--- src/rtl/pgchk_pkg.sv ---
package pgchk_pkg;

  typedef enum logic [1:0] {
    PERM_NONE = 2'b00,
    PERM_RO   = 2'b01,
    PERM_RW   = 2'b11
  } perm_e;

  // Whether a rights code permits a load or a store
  function automatic logic perm_allows(input logic [1:0] code, input logic is_store);
    case (code)
      PERM_RW: perm_allows = 1'b1;
      PERM_RO: perm_allows = !is_store;
      default: perm_allows = 1'b0;
    endcase
  endfunction

endpackage

--- src/rtl/pgchk_table.sv ---
module pgchk_table #(
  parameter int PAGES = 64,
  localparam int IDX_W = $clog2(PAGES)
) (
  input  logic             clk,
  input  logic             rst_n,
  input  logic             wr_en,
  input  logic [IDX_W-1:0] wr_idx,
  input  logic [1:0]       wr_code,
  input  logic [IDX_W-1:0] rd_idx,
  output logic [1:0]       rd_code
);
  import pgchk_pkg::*;

  logic [1:0] code_q [PAGES];

  for (genvar g = 0; g < PAGES; g++) begin : g_entry
    always_ff @(posedge clk or negedge rst_n) begin
      if (!rst_n) begin
        code_q[g] <= PERM_RW;
      end else if (wr_en && wr_idx == IDX_W'(g)) begin
        code_q[g] <= wr_code;
      end
    end
  end

  assign rd_code = code_q[rd_idx];

endmodule

--- src/rtl/pgchk_fault.sv ---
module pgchk_fault #(
  parameter int ADDR_W = 32
) (
  input  logic              clk,
  input  logic              rst_n,
  input  logic              trap_i,
  input  logic              clr_i,
  input  logic [ADDR_W-1:0] addr_i,
  input  logic [ADDR_W-1:0] pc_i,
  input  logic              write_i,
  output logic              valid_o,
  output logic [ADDR_W-1:0] addr_o,
  output logic [ADDR_W-1:0] pc_o,
  output logic              write_o
);

  logic capture;
  assign capture = trap_i && (!valid_o || clr_i);

  always_ff @(posedge clk or negedge rst_n) begin
    if (!rst_n) begin
      valid_o <= 1'b0;
      addr_o  <= '0;
      pc_o    <= '0;
      write_o <= 1'b0;
    end else begin
      if (capture) begin
        valid_o <= 1'b1;
        addr_o  <= addr_i;
        pc_o    <= pc_i;
        write_o <= write_i;
      end else if (clr_i) begin
        valid_o <= 1'b0;
      end
    end
  end

  // a held fault with no clear stays unchanged
  a_r9_sticky_hold: assert property (@(posedge clk) disable iff (!rst_n)
    valid_o && !clr_i |=> valid_o && $stable(pc_o) && $stable(addr_o) && $stable(write_o));

  // first trap is recorded with its instruction address
  a_r8_capture_pc: assert property (@(posedge clk) disable iff (!rst_n)
    trap_i && !valid_o |=> valid_o && pc_o == $past(pc_i) && addr_o == $past(addr_i));

endmodule

--- src/rtl/pgchk_top.sv ---
module pgchk_top #(
  parameter int          ADDR_W     = 32,
  parameter int          PAGE_SHIFT = 12,
  parameter int          PAGES      = 64,
  parameter logic [31:0] WIN_BASE   = 32'h0004_0000,
  localparam int         IDX_W      = $clog2(PAGES),
  localparam int         CFG_AW     = IDX_W + 1,
  localparam int         PN_W       = ADDR_W - PAGE_SHIFT
) (
  input  logic              clk,
  input  logic              rst_n,
  input  logic              cfg_we_i,
  input  logic [CFG_AW-1:0] cfg_addr_i,
  input  logic [1:0]        cfg_wdata_i,
  input  logic              acc_valid_i,
  input  logic              acc_write_i,
  input  logic [ADDR_W-1:0] acc_addr_i,
  input  logic [ADDR_W-1:0] acc_pc_i,
  output logic [ADDR_W-1:0] mem_addr_o,
  output logic              mem_en_o,
  output logic              trap_o,
  output logic              prot_en_o,
  output logic              fault_valid_o,
  output logic [ADDR_W-1:0] fault_addr_o,
  output logic [ADDR_W-1:0] fault_pc_o,
  output logic              fault_write_o
);
  import pgchk_pkg::*;

  localparam logic [CFG_AW-1:0] CTRL_ADDR = CFG_AW'(PAGES);
  localparam logic [CFG_AW-1:0] CLR_ADDR  = CFG_AW'(PAGES + 1);

  // Page offset from the window base; the window is the offsets below PAGES
  function automatic logic [PN_W-1:0] page_offset(input logic [ADDR_W-1:0] a);
    page_offset = a[ADDR_W-1:PAGE_SHIFT] - WIN_BASE[ADDR_W-1:PAGE_SHIFT];
  endfunction

  // Named events for assertions
  logic             wr_page, wr_ctrl, wr_clear;
  logic [PN_W-1:0]  pg_off;
  logic             in_window;
  logic [1:0]       page_code;
  logic             refused;
  logic             en_q;

  assign wr_page  = cfg_we_i && !cfg_addr_i[IDX_W];
  assign wr_ctrl  = cfg_we_i && cfg_addr_i == CTRL_ADDR;
  assign wr_clear = cfg_we_i && cfg_addr_i == CLR_ADDR && cfg_wdata_i[0];

  always_ff @(posedge clk or negedge rst_n) begin
    if (!rst_n)       en_q <= 1'b0;
    else if (wr_ctrl) en_q <= cfg_wdata_i[0];
  end

  pgchk_table #(.PAGES(PAGES)) table_i (
    .clk     (clk),
    .rst_n   (rst_n),
    .wr_en   (wr_page),
    .wr_idx  (cfg_addr_i[IDX_W-1:0]),
    .wr_code (cfg_wdata_i),
    .rd_idx  (pg_off[IDX_W-1:0]),
    .rd_code (page_code)
  );

  assign pg_off    = page_offset(acc_addr_i);
  assign in_window = pg_off < PN_W'(PAGES);
  assign refused   = en_q && in_window && !perm_allows(page_code, acc_write_i);

  assign mem_addr_o = acc_addr_i;
  assign trap_o     = acc_valid_i && refused;
  assign mem_en_o   = acc_valid_i && !refused;
  assign prot_en_o  = en_q;

  pgchk_fault #(.ADDR_W(ADDR_W)) fault_i (
    .clk     (clk),
    .rst_n   (rst_n),
    .trap_i  (trap_o),
    .clr_i   (wr_clear),
    .addr_i  (acc_addr_i),
    .pc_i    (acc_pc_i),
    .write_i (acc_write_i),
    .valid_o (fault_valid_o),
    .addr_o  (fault_addr_o),
    .pc_o    (fault_pc_o),
    .write_o (fault_write_o)
  );

  // a trapped request never reaches memory
  a_r7_trap_blocks: assert property (@(posedge clk) disable iff (!rst_n)
    trap_o |-> !mem_en_o);

  // no trap while protection is off
  a_r3_off_no_trap: assert property (@(posedge clk) disable iff (!rst_n)
    !prot_en_o |-> !trap_o);

  // no trap outside the window
  a_r6_outside_free: assert property (@(posedge clk) disable iff (!rst_n)
    acc_valid_i && !in_window |-> mem_en_o && !trap_o);

  // enable changes only through a control write in the previous cycle
  a_r11_en_change: assert property (@(posedge clk) disable iff (!rst_n)
    !wr_ctrl |=> $stable(prot_en_o));

endmodule

--- config.mk ---
export PLATFORM = sky130hd
export DESIGN_NAME = pgchk_top
export DESIGN_NICKNAME = d
export VERILOG_FILES = /design/src/rtl/pgchk_pkg.sv /design/src/rtl/pgchk_table.sv /design/src/rtl/pgchk_fault.sv /design/src/rtl/pgchk_top.sv
export SDC_FILE = /design/constraint.sdc
export NUM_CORES = 1
export LEC_CHECK = 0
export ABC_CLOCK_PERIOD_IN_PS = 3300
export BUFFER_PORTS_ARGS = -buffer_cell sky130_fd_sc_hd__buf_4
export CAP_MARGIN = 15
export CORE_MARGIN = 4
export CORE_UTILIZATION = 45
export DETAILED_ROUTE_END_ITERATION = 7
export HOLD_SLACK_MARGIN = 0.06
export PLACE_DENSITY = 0.67
export SLEW_MARGIN = 20
export SYNTH_ARGS = -nofsm -noshare
export SYNTH_HDL_FRONTEND = slang
export SYNTH_SLANG_ARGS = --single-unit
--- constraint.sdc ---
create_clock -name clk -period 3.3 [get_ports clk]
set_input_delay 0.33 -clock clk [delete_from_list [all_inputs] [get_ports clk]]
set_output_delay 0.33 -clock clk [all_outputs]
set_load 0.005 [all_outputs]
# == Word-level counts from Yosys, hierarchy flattened ==
# Cells that the tools add are included.
# word_totals
mem_bits_ro,0
output_inout_bits,101
mem_count,0
ff_bits,195
wordCells,227
inputBits,78
ramBits,0
latchBits,0
# op_classes
n_addsub,1
n_reduce_logical,81
eq_ne,67
shifts,0
bitwise,1
n_mux,6
n_div,0
n_lt_le_gt_ge,2
mul,0
# ops
cell,count
6-bit equality test (second input constant),32
6-bit by 5-bit equality test with 1-bit output (second input constant),16
1-bit logical AND,73
6-bit by 4-bit equality test with 1-bit output (second input constant),8
6-bit by 3-bit equality test with 1-bit output (second input constant),4
20-bit by 7-bit < comparator with 1-bit output (second input constant),1
20-bit by 7-bit subtractor with 20-bit output (second input constant),1
7-bit equality test (second input constant),2
2-bit binary-select mux with 6-bit select,1
6-bit by 2-bit equality test with 1-bit output (second input constant),2
7-bit greater-or-equal comparator (second input constant),1
6-bit NOT with 7-bit output,1
6-bit by 1-bit equality test with 1-bit output (second input constant),1
6-bit logical NOT,1
1-bit logical NOT,5
2-bit 2-to-1 mux,2
2-bit by 1-bit equality test with 1-bit output (second input constant),1
2-bit equality test (second input constant),1
1-bit 2-to-1 mux,2
1-bit one-hot mux with 2 select lines,1
2-bit nonzero test,1
1-bit logical OR,1

# == Logic depth before layout (Yosys ltp) ==
# Gate-level depths: netlist of the first run.
# logic_depth
ltp_word,12
depth_mapped,12
depth_no_buf,7

# == By module ==
# Synthesis of the first run repeated with hierarchy kept, for this count alone.
# hier_totals
hier_cells,643
hier_area_um2,9454.1
# by_module_without_submodules
mod,cells_each,seq_area_each_um2,area_each_um2,instances
pgchk_table,450,3363.2,6334.8,1
pgchk_fault,141,1651.6,2727.6,1
pgchk_top,52,25.0,391.6,1

# == Least setup slack after synthesis of the first run ==
# No wires, ideal clock.
# synth_path
kind,input to register
startpoint,input acc_addr_i[12]
endpoint,register fault_i.addr_o[16]
path_buffers,4
t_arrival_ns,2.667
path_stages,11
slack_ns,0.505
setup_ns,0.128
required_ns,3.172
path_cell_list,buf_4 buf_6 mux4_2 mux2_2 nand2_1 nand4_1 and4_4 nor4_4 buf_6 buf_6 mux2_1
# synth_via
elab_chain_cells,11
word_cells_on_any_way,14
cone_classes,1 x add/sub; 1 x order compare; 2 x eq/ne; 4 x mux; 1 x bitwise; 5 x reduce/logical
# synth_rtl
element,line_no,source
from (decl),pgchk_top.sv:17,"input logic [ADDR_W-1:0] acc_addr_i,"
20-bit by 7-bit subtractor with 20-bit output *,pgchk_top.sv:35,page_offset = a[ADDR_W-1:PAGE_SHIFT] - WIN_BASE[ADDR_W-1:PAGE_SHIFT];
6-bit NOT with 7-bit output (implied by the code),pgchk_table.sv:27,assign rd_code = code_q[rd_idx];
2-bit binary-select mux with 6-bit select,pgchk_table.sv:27,
2-bit 2-to-1 mux (implied by the code) (2 in a row),pgchk_table.sv:27,
2-bit by 1-bit equality test with 1-bit output / 2-bit equality test (equally long branches),pgchk_pkg.sv:11,case (code)
1-bit one-hot mux with 2 select lines,pgchk_pkg.sv:11,
1-bit logical NOT,pgchk_top.sv:67,"assign refused = en_q && in_window && !perm_allows(page_code, acc_write_i);"
1-bit logical AND *,pgchk_top.sv:67,
1-bit logical AND *,pgchk_top.sv:70,assign trap_o = acc_valid_i && refused;
1-bit logical AND *,pgchk_fault.sv:18,assign capture = trap_i && (!valid_o || clr_i);
to (signal assigned),pgchk_fault.sv:29,addr_o <= addr_i;
to (decl),pgchk_fault.sv:12,"output logic [ADDR_W-1:0] addr_o,"
# Mark *: on every way between the ends. The rest lies on a longest branch, timed or not. The select of a mux whose other input is x is not followed.
# A chain may end at the register's enable or synchronous reset.

# == Final worst setup path of the first run ==
# layout_path
startpoint,input acc_addr_i[12]
endpoint,output trap_o
# layout_via
elab_chain_cells,10
word_cells_on_any_way,13
cone_classes,1 x add/sub; 1 x order compare; 2 x eq/ne; 4 x mux; 1 x bitwise; 4 x reduce/logical
# layout_rtl
element,line_no,source
20-bit by 7-bit subtractor with 20-bit output *,pgchk_top.sv:35,
6-bit NOT with 7-bit output (implied by the code),pgchk_table.sv:27,
2-bit binary-select mux with 6-bit select,pgchk_table.sv:27,
2-bit 2-to-1 mux (implied by the code) (2 in a row),pgchk_table.sv:27,
2-bit by 1-bit equality test with 1-bit output / 2-bit equality test (equally long branches),pgchk_pkg.sv:11,
1-bit one-hot mux with 2 select lines,pgchk_pkg.sv:11,
1-bit logical NOT,pgchk_top.sv:67,
1-bit logical AND *,pgchk_top.sv:67,
1-bit logical AND *,pgchk_top.sv:70,
to (decl),pgchk_top.sv:21,"output logic trap_o,"
# Marked as above.

==> summary.md, run 1 <==
| Metric | Value |
|---|---|
| Wire per inst | 19.7 um |
| Final hold vios | 0 |
| Area delta synth->final | 21.5% |
| Crit path from | acc_addr_i[12] |
| Vias per cell | 5.29 |
| Die width | 151 um |
| Initial Utilization | 0.457 |
| Setup TNS | 0 ns |
| Die Area | 22900 um2 |
| P_leak | 5.12 nW |
| Overflow after GRT | 0 |
| Routed wl met3 | 1570 um |
| Initial antenna violation count | 0 |
| Synthesized cell area | 9230 um2 |
| Post-synthesis async set-or-reset flop share | 1.00 |
| Tcrit/Tclk final | 0.930 |
| CTS tree | done |
| Met1 wire length | 9600 um |
| Layout cells sized above 1 | 0.644 |
| Post-Syn Nets | 752 |
| DR iter-0 viols | 339 |
| Maximum vdd drop | 0.374 mV |
| Routed wl met2 | 10200 um |
| Top sig layer | met4 |
| Vias | 5809 |
| RR Startpoint | table_i.code_q[19]$_DFFE_PN1P_ |
| Reg2reg end | fault_i.pc_o[25]$_DFFE_PN0P_ |
| Fmax | 326 MHz |
| Skew-Pair Late Insertion Delay | 0.43 ns |
| Crit Path Max Fanout | 26 |
| WL final | 21700 um |
| Clock sink count | 195 |
| Pwr/cell area | 472 nW/um2 |
| NetSw | 1.31 mW |
| FF+latch count, synth | 195 |
| Unique cell type count in the Yosys netlist | 43 |
| Status | finished clean |
| Hold WC Path Type | input port to register |
| Setup Viol. Count Final | 0 |
| N_diodes | 0 |
| Combinational power share | 0.100 |
| CP Class | input port to output port |
| Cell with the most instances after synthesis | mux2_2 |
| Total track usage | 0.193 |
| NumNets Final | 893 |
| Int Power | 3.98 mW |
| I/O pin cnt | 179 |
| Final Wtd Congestion | 0.862 |
| WP data required | 2.97 ns |
| CTS Root Cell | clkbuf_16 |
| Vias in the first global route | 6162 |
| RSZ-0062 raised after global routing | no |
| Die Ht | 151 um |
| HPWL Detailed | 15100 um |
| Syn Area/Cell | 13.7 um2 |
| Post-synth top cells | mux2_2 (144), dfstp_2 (128), dfrtp_1 (67) |
| Final WS setup | 0.229 ns |
| First-pass GRT wire length | 33900 um |
| H-tree lvl count | 4 |
| Filler Cell Count | 1714 |
| Cell count after synthesis | 674 |
| Inserted Clock Buffers | 17 |
| CP endpoint kind | output port |
| Slew at the pin with the worst max-slew slack | 1.13 ns |
| Clk_skew | 0.0132 ns |
| FF-to-FF setup slack | 0.50 ns |
| Critical path startpoint category | input port |
| Clock-pin transition on the worst setup and hold timing paths | 0.08 ns |
| Row count | 52 |
| Clock power share | 0.393 |
| DRT antenna net count | 0 |
| Clock Path Buffers | 2 |
| Final Util | 0.556 |
| Dpl ws | 0.0946 ns |
| Largest area contributor in the netlist | dfstp_2 |
| Largest net degree at the start of global routing | 79 |
| EDFF count, synth | 0 |
| Ranking of synthesized cells by area | dfstp_2 (36%), dfrtp_1 (18%), mux2_2 (18%), mux4_2 (5.9%), mux2_1 (5.0%) |
| R2R depth | 8 |
| CP endpoint | trap_o |
| Max Cap Viol | 0 |
| Crit path DAT | 2.74 ns |
| Max transition margin | 0.239 |
| Seq pwr share | 0.507 |
| Max Transition Viols Final | 0 |
| Fin crit period | 3.07 ns |
| Core Area | 20200 um2 |
| Fin Hold WS | 0.109 ns |
| Warnings, synthesis | 0 |
| Number of port buffers | 178 |
| 1st-pass router iterations | 4 |
| Top-area cell type share of the netlist area | 0.365 |
| Drt drc | 0 |
| Post-synthesis sequential area ratio | 0.546 |
| Synth Flop Type | dfstp_2 |
| Switch share | 0.248 |
==> critical path, stage by stage <==
cell and delay, ns:
buf_4 0.39, buf_4 0.26, nor2_1 0.08, a2111oi_0 0.54
nand3_1 0.15, a22oi_1 0.43, nor4_2 0.10, buf_4 0.16
and2_1 0.15, buf_4 0.13
==> cell usage in the layout, fill, tap and decap left out, types with 17 or more instances in the layout <==
| cell | Yosys | routed |
|---|---|---|
| mux2_1 | 41 | 41 |
| nor2_1 | 29 | 29 |
| mux2_2 | 144 | 144 |
| mux4_2 | 24 | 24 |
| clkbuf_16 | 0 | 17 |
| dfrtp_1 | 67 | 67 |
| dfstp_2 | 128 | 128 |
| nand2_1 | 59 | 59 |
| mux2i_1 | 18 | 18 |
| nor2b_1 | 21 | 21 |
| buf_4 | 36 | 192 |
==> how the worst min path moves through the flow <==
stage / from / to / slack (ns) / cells after the start
finish: acc_pc_i[8] / fault_i.pc_o[8]$_DFFE_PN0P_ / 0.11 / 2
global route: acc_pc_i[6] / fault_i.pc_o[6]$_DFFE_PN0P_ / 0.1 / 2
CTS: acc_pc_i[8] / fault_i.pc_o[8]$_DFFE_PN0P_ / 0.09 / 2
detailed placement: rst_n / fault_i.pc_o[12]$_DFFE_PN0P_ / 0.41 / 1
global placement: rst_n / fault_i.pc_o[10]$_DFFE_PN0P_ / 0.39 / 1
floorplan: rst_n / fault_i.addr_o[0]$_DFFE_PN0P_ / 0.03 / 0
==> routing by layer <==
layer | vias to the layer above | GRT usage
met1 | 2964 | 0.275
li1 | 2659 | -
met3 | 16 | 0.0389
met5 | - | 0
met4 | 0 | 0.0558
met2 | 170 | 0.301
==> layout make-up <==
cell class	count	area, um2	area share
Clock buffer	17	425	0.0379
Clock inverter	15	171	0.0153
Inverter	2	7.51	0.000669
Multi-Input combinational cell	403	3730	0.333
Sequential cell	195	5040	0.449
Tap cell	270	338	0.0301
Timing Repair Buffer	196	1500	0.134
==> per-stage QoR <==
stage	total power, mW	std cells	area, um2
final	5.29	1098	11200
after global routing	5.51	1098	11200
after CTS	5.34	1098	11200
after detailed placement	3.25	1065	10600
after global placement	3.23	1065	10600
after floorplan	3.01	674	9230
==> what timing repair did <==
action / 4_1_cts / 5_1_grt
hold buffers: 1 / 0
resized for setup: 0 / 3
setup endpoints to repair: 0 / 2
endpoints found under the hold margin: 47 / 0
setup buffers: 0 / 0
==> power groups by stage <==
stage	Combinational (mW)	Sequential, mW	Clock, mW
final	0.530	2.68	2.08
after global routing	0.578	2.70	2.23
after CTS	0.535	2.68	2.13
after detailed placement	0.533	2.72	0
after global placement	0.517	2.71	0
after floorplan	0.322	2.69	0
==> logic make-up (layout without fill, tap and decap cells) <==
kind of cell | after synthesis | after routing | share of synthesized area
mux | 227 | 227 | 0.304
flops | 195 | 195 | 0.546
buf+inv | 76 | 230 | 0.0515
compound gates | 22 | 22 | 0.0172
simple gates | 154 | 154 | 0.0811
==> sequential cells by signal (all words and copies together) (netlist names) <==
signal,cells
table_i.code_q,128
prot_en_o,1
fault_i.pc_o,32
fault_i.valid_o,1
fault_i.addr_o,32
fault_i.write_o,1
No activity file was read; power rests on OpenSTA's default activity.
==> inputs of run 2 (changes only) <==
Settings changed: CELL_PAD_IN_SITES_DETAIL_PLACEMENT set to 1, CELL_PAD_IN_SITES_GLOBAL_PLACEMENT set to 2, CORE_UTILIZATION 45 to 38, PLACE_DENSITY 0.67 to not set, PLACE_DENSITY_LB_ADDON set to 0.1.
==> run 2 against run 1 <==
Register-to-register slack lost 0.12 ns; maximum frequency shrank 4.9%; clock skew shrank 0.0024 ns; final area grew 0.40%; die area grew 17%; global-route usage shrank 0.81 points; first-iteration DRC count shrank 31%; sequential share of layout area shrank 0.18 points; power shrank 0.86%; sequential power is essentially flat; via count grew 1.2%.
==> summary.md, run 2 (same netlist as run 1, synthesis figures left out) <==
| Metric | Value |
|---|---|
| Status | finished clean |
| N_diodes | 0 |
| WP buf/inv | 2 |
| Crit Path Max Fanout | 3 |
| CTS Root Cell | clkbuf_16 |
| Die Area | 26800 um2 |
| DR iter-0 viols | 233 |
| Non-Filler Instances | 1147 |
| I/O pin cnt | 179 |
| Tcrit/Tclk final | 0.978 |
| Crit path from | table_i.code_q[19]$_DFFE_PN1P_ |
| Total track usage | 0.185 |
| Core Area | 23700 um2 |
| FF-to-FF setup slack | 0.38 ns |
| H-tree lvl count | 4 |
| DP Cell Count | 1114 |
| Critical path startpoint category | register |
| Die Ht | 164 um |
| Critical path's most frequent cell | buf_4 |
| Initial Utilization | 0.390 |
| Crit path max-delay cell type | a2111oi_1 |
| Clock sink count | 195 |
| DRT antenna net count | 0 |
| CP Class | register to output port |
| Inserted Clock Buffers | 17 |
| R2R depth | 8 |
| 1st-pass router iterations | 4 |
| Buffer count from post-CTS setup fixing | 0 |
| Setup TNS | 0 ns |
| Maximum vdd drop | 0.279 mV |
| CP endpoint | trap_o |
| WP data required | 2.97 ns |
| Max Cap Viol | 0 |
| Crit path DAT | 2.90 ns |
| Number of port buffers | 178 |
| Initial antenna violation count | 0 |
| Pwr/cell area | 466 nW/um2 |
| Reg2reg end | fault_i.pc_o[25]$_DFFE_PN0P_ |
| Fmax | 310 MHz |
| Top reg by flops | table_i.code_q |
| Tot Pwr | 5.24 mW |
| RSZ-0062 raised after global routing | no |
| Overflow after GRT | 0 |
| Multi-input logic area | 3720 um2 |
| Final hold vios | 0 |
| P_leak | 5.12 nW |
| Max Transition Viols Final | 0 |
| CP peak stage delay | 0.46 ns |
| Fin crit period | 3.23 ns |
| First-pass GRT wire length | 38000 um |
| Wire per inst | 21.2 um |
| Clock Path Buffers | 2 |
| Row count | 56 |
| Most frequent cells in the layout | buf_4 (191), mux2_2 (144), dfstp_2 (128) |
| CP Cell Sequence | mux4_2 -> nor2b_1 -> a2111oi_1 -> a41oi_1 -> and4_4 -> nor4_2 -> buf_4 -> and2_1 -> buf_4 |
| Clock-pin transition on the worst setup and hold timing paths | 0.07 ns |
| Hold WC Path Type | input port to register |
| Biggest regs | table_i.code_q: 128 flops, fault_i.addr_o: 32 flops, fault_i.pc_o: 32 flops |
| Vias | 5876 |
| RR Startpoint | table_i.code_q[19]$_DFFE_PN1P_ |
| Register area | 5040 um2 |
| Layout cells sized above 1 | 0.641 |
| Vias per cell | 5.12 |
| HPWL Detailed | 17400 um |
| NumNets Final | 893 |
| Filler Cell Count | 2467 |
| Max transition margin | 0.434 |
| Leading cell type in the layout, fill and taps excluded | buf_4 |
| CTS tree | done |
| Die width | 164 um |
| Final Wtd Congestion | 0.771 |
| Max reg flops | 128 |
| Setup Viol. Count Final | 0 |
| Vias in the first global route | 6485 |
| WP depth | 9 |
| Drt drc | 0 |
| WL final | 24400 um |
| Slew at the pin with the worst max-slew slack | 0.849 ns |
| Clk_skew | 0.0108 ns |
| Delay-heaviest family, CP | simple AND/OR/NAND/NOR gates |
| Skew-Pair Late Insertion Delay | 0.43 ns |
| CP endpoint kind | output port |
| Largest net degree at the start of global routing | 90 |
| Area delta synth->final | 22.0% |
-- run 2: worst min-delay path by stage --
stage / from / end / slack (ns) / depth (start not counted)
after global placement: rst_n / fault_i.addr_o[8]$_DFFE_PN0P_ / 0.44 / 1
after detailed placement: rst_n / fault_i.addr_o[10]$_DFFE_PN0P_ / 0.46 / 1
after global routing: acc_pc_i[13] / fault_i.pc_o[13]$_DFFE_PN0P_ / 0.09 / 2
final: acc_pc_i[19] / fault_i.pc_o[19]$_DFFE_PN0P_ / 0.11 / 2
after floorplan: rst_n / fault_i.addr_o[0]$_DFFE_PN0P_ / 0.03 / 0
after CTS: acc_pc_i[19] / fault_i.pc_o[19]$_DFFE_PN0P_ / 0.08 / 2
-- run 2: worst reg2reg max path: stages, from the launching register on --
cell	delay (ns)
dfstp_2	0.37
mux4_2	0.45
nor2b_1	0.14
a2111oi_1	0.46
a41oi_1	0.08
and4_4	0.22
nor4_4	0.32
buf_12	0.33
mux2_1	0.43
-- run 2: cell type report --
type	count	share of cell area
clock buffers	18	0.0381
clock inverters	14	0.0128
inverters	2	0.000667
multi-input cells	403	0.331
flip-flops and latches	195	0.448
well taps	319	0.0354
repair buffers	196	0.135
-- run 2: per-stage QoR --
stage	cell area (um2)	utilization	hold WS (ns)	worst slack [ns]
final	11300	0.475	0.107	0.0711
after global routing	11300	0.475	0.0853	0.0110
after CTS	11300	0.475	0.0840	0.0423
after detailed placement	10700	0.450	0.458	0.0640
after global placement	10700	0.450	0.436	0.137
after floorplan	9230	-	0.0344	0.505
-- run 2: repair_timing --
action / in CTS / in global routing
hold buffers: 1 / 0
gates resized for setup: 2 / 0
hold endpoints to repair: 64 / 0
endpoints found under the setup margin: 2 / 0
-- run 2: power by group --
group,internal [mW],total [mW],switching [mW]
Combinational,0.281,0.540,0.260
Clock,1.07,2.02,0.955
Sequential,2.62,2.68,0.0676
Total,3.96,5.24,1.28
-- run 2: metal layers --
metal | wire length, um | vias up | GRT usage
li1 | - | 2645 | -
met1 | 11200 | 3089 | 0.257
met2 | 12000 | 124 | 0.305
met3 | 989 | 18 | 0.0334
met4 | 235 | 0 | 0.0396
met5 | 0 | - | 0
==> inputs of run 3 (changes only) <==
Settings changed: ABC_AREA set to 1, ABC_CLOCK_PERIOD_IN_PS 3300 to 4000, CORE_UTILIZATION 38 to 35.
Clock period 3.3 ns to 4 ns, I/O delays scaled along.
==> run 3 against run 2 <==
Flip-flop and latch count is the same; clock power shrank 16%; worst hold slack gained 0.0084 ns; via count grew 39%; final cell count grew 45%; power shrank 16%; area after synthesis grew 1.7%; critical endpoint unchanged; routed wire length grew 27%; critical path depth grew 4; final area grew 0.75%.
==> summary.md, run 3 <==
| Metric | Value |
|---|---|
| Status | finished clean |
| Total track usage | 0.211 |
| Vias per cell | 4.92 |
| Final Wtd Congestion | 0.792 |
| P_leak | 5.25 nW |
| 1st-pass router iterations | 5 |
| DRT antenna net count | 0 |
| Largest net degree at the start of global routing | 104 |
| Warnings, synthesis | 0 |
| Most frequent cells in the layout | nand2_1 (473), buf_4 (189), nand3_1 (137) |
| Top-area cell type share of the netlist area | 0.358 |
| Delay-heaviest family, CP | simple AND/OR/NAND/NOR gates |
| Buffer count from post-CTS setup fixing | 0 |
| Synth Flop Type | dfstp_2 |
| FF-to-FF setup slack | 1.74 ns |
| Cell with the most instances after synthesis | nand2_1 |
| Fin crit period | 3.03 ns |
| Post-Syn Nets | 1265 |
| Post-CTS sizing | 0 |
| Tcrit/Tclk final | 0.756 |
| HPWL Detailed | 20800 um |
| Clock Path Buffers | 2 |
| Vias | 8159 |
| Fmax | 331 MHz |
| Initial Utilization | 0.358 |
| Max transition margin | 0.294 |
| R2R depth | 13 |
| First-pass GRT wire length | 48500 um |
| FF+latch count, synth | 195 |
| Ranking of synthesized cells by area | dfstp_2 (36%), nand2_1 (19%), dfrtp_1 (18%), nand3_1 (7.3%), o21ai_0 (7.2%) |
| Post-synthesis async set-or-reset flop share | 1.00 |
| Clock-pin transition on the worst setup and hold timing paths | 0.08 ns |
| Reg2reg end | fault_i.addr_o[3]$_DFFE_PN0P_ |
| N_diodes | 0 |
| Layout cells sized above 1 | 0.277 |
| Inserted Clock Buffers | 17 |
| Post-synth top cells | nand2_1 (473), nand3_1 (137), o21ai_0 (135) |
| CP endpoint kind | output port |
| Slew at the pin with the worst max-slew slack | 1.06 ns |
| Cell count after synthesis | 1187 |
| Clock sink count | 195 |
| NumNets Final | 1388 |
| EDFF count, synth | 0 |
| Biggest regs | table_i.code_q: 128 flops, fault_i.addr_o: 32 flops, fault_i.pc_o: 32 flops |
| Largest area contributor in the netlist | dfstp_2 |
| CTS tree | done |
| Die width | 172 um |
| DR iter-0 viols | 526 |
| WP buf/inv | 3 |
| Vias in the first global route | 8588 |
| Filler Cell Count | 3171 |
| Setup Viol. Count Final | 0 |
| Core Area | 26200 um2 |
| Crit path max-delay cell type | buf_4 |
| Max reg flops | 128 |
| Tot Pwr | 4.40 mW |
| Initial antenna violation count | 0 |
| Maximum vdd drop | 0.275 mV |
| Crit Path Max Fanout | 37 |
| Syn Area/Cell | 7.91 um2 |
| Max Transition Viols Final | 0 |
| Number of port buffers | 178 |
| WP data required | 3.60 ns |
| Critical path startpoint category | input port |
| I/O pin cnt | 179 |
| Final hold vios | 0 |
| H-tree lvl count | 4 |
| RR Startpoint | table_i.code_q[24]$_DFFE_PN1P_ |
| Unique cell type count in the Yosys netlist | 25 |
| Hold WC Path Type | input port to asynchronous set/reset pin |
| Synthesized cell area | 9380 um2 |
| Max Cap Viol | 0 |
| CTS Root Cell | clkbuf_16 |
| CP Cell Sequence | buf_4 -> buf_4 -> nand2_1 -> nand3_1 -> nand3_1 -> nand3_1 -> nand3_1 -> nand2_1 -> nand2_1 -> nand2_1 -> nand3_2 -> nor2_4 -> buf_4 |
| Post-CTS Hold Fix Bufs | 0 |
| Skew-Pair Late Insertion Delay | 0.44 ns |
| Drt drc | 0 |
| Pwr/cell area | 388 nW/um2 |
| Top reg by flops | table_i.code_q |
| Row count | 59 |
| Setup TNS | 0 ns |
| Die Ht | 172 um |
| CP Class | input port to output port |
| WL final | 30900 um |
| RSZ-0062 raised after global routing | no |
| CP peak stage delay | 0.48 ns |
| Area delta synth->final | 20.9% |
| Wire per inst | 18.6 um |
| Die Area | 29500 um2 |
| Post-synthesis sequential area ratio | 0.537 |
| Crit path DAT | 2.63 ns |
| Leading cell type in the layout, fill and taps excluded | nand2_1 |
| Overflow after GRT | 0 |
| Clk_skew | 0.0181 ns |
## run 3: worst reg2reg max path: stages, from the launching register on
cell and delay (ns):
dfstp_2 0.54, nand2_1 0.05, nand3_1 0.14, nand3_1 0.14, nand2_1 0.09, nand2_1 0.06, nand3_1 0.09, nand2_1 0.06
nor2_1 0.08, nand2_1 0.09, nand4_2 0.25, buf_4 0.42, nand2_1 0.12, nand2_1 0.08
## run 3: cell families (layout without fill, tap and decap cells)
| group | count (synthesis) | after routing | share of synthesized area |
|---|---|---|---|
| AOI/OAI and AO/OA | 141 | 141 | 0.0753 |
| buffers and inverters | 171 | 307 | 0.0920 |
| DFF | 195 | 195 | 0.537 |
| and+or+nand+nor | 680 | 680 | 0.296 |
## run 3: cell type report
cell class / instances / area (um2) / share of cell area
Sequential cell: 195 / 5040 / 0.444
Multi-Input combinational cell: 821 / 3520 / 0.310
Timing Repair Buffer: 193 / 1490 / 0.132
Clock buffer: 18 / 429 / 0.0378
Tap cell: 335 / 419 / 0.0370
Inverter: 82 / 308 / 0.0271
Clock inverter: 14 / 135 / 0.0119
## run 3: per-layer routing
layer / track usage / wire length, um
met1: 0.291 / 14400
met2: 0.354 / 14900
met3: 0.0329 / 1190
met4: 0.0482 / 369
met5: 0 / 0
## run 3: power by group
group	internal [mW]	switching (mW)	total (mW)
Combinational	0.181	0.303	0.484
Clock	0.831	0.863	1.69
Sequential	2.16	0.0623	2.22
Total	3.17	1.23	4.40
## run 3: worst max-delay path by stage
stage                              start                             to  cells after the start
after detailed placement  acc_addr_i[12]  fault_i.addr_o[3]$_DFFE_PN0P_                     14
after CTS                 acc_addr_i[12]                         trap_o                     13
final                     acc_addr_i[12]                         trap_o                     13
after floorplan           acc_addr_i[13]                         trap_o                     14
after global routing      acc_addr_i[12]                         trap_o                     13
after global placement    acc_addr_i[12]    fault_i.pc_o[7]$_DFFE_PN0P_                     15
## run 3: metrics by stage
| stage | hold WS (ns) | area, um2 | setup slack (ns) | std cells | util |
|---|---|---|---|---|---|
| finish | 0.116 | 11300 | 0.975 | 1658 | 0.433 |
| global route | 0.158 | 11300 | 0.745 | 1658 | 0.433 |
| CTS | 0.124 | 11300 | 0.993 | 1658 | 0.433 |
| detailed placement | 0.453 | 10800 | 0.944 | 1626 | 0.411 |
| global placement | 0.449 | 10800 | 1.00 | 1626 | 0.411 |
| floorplan | 0.104 | 9380 | 1.85 | 1187 | - |
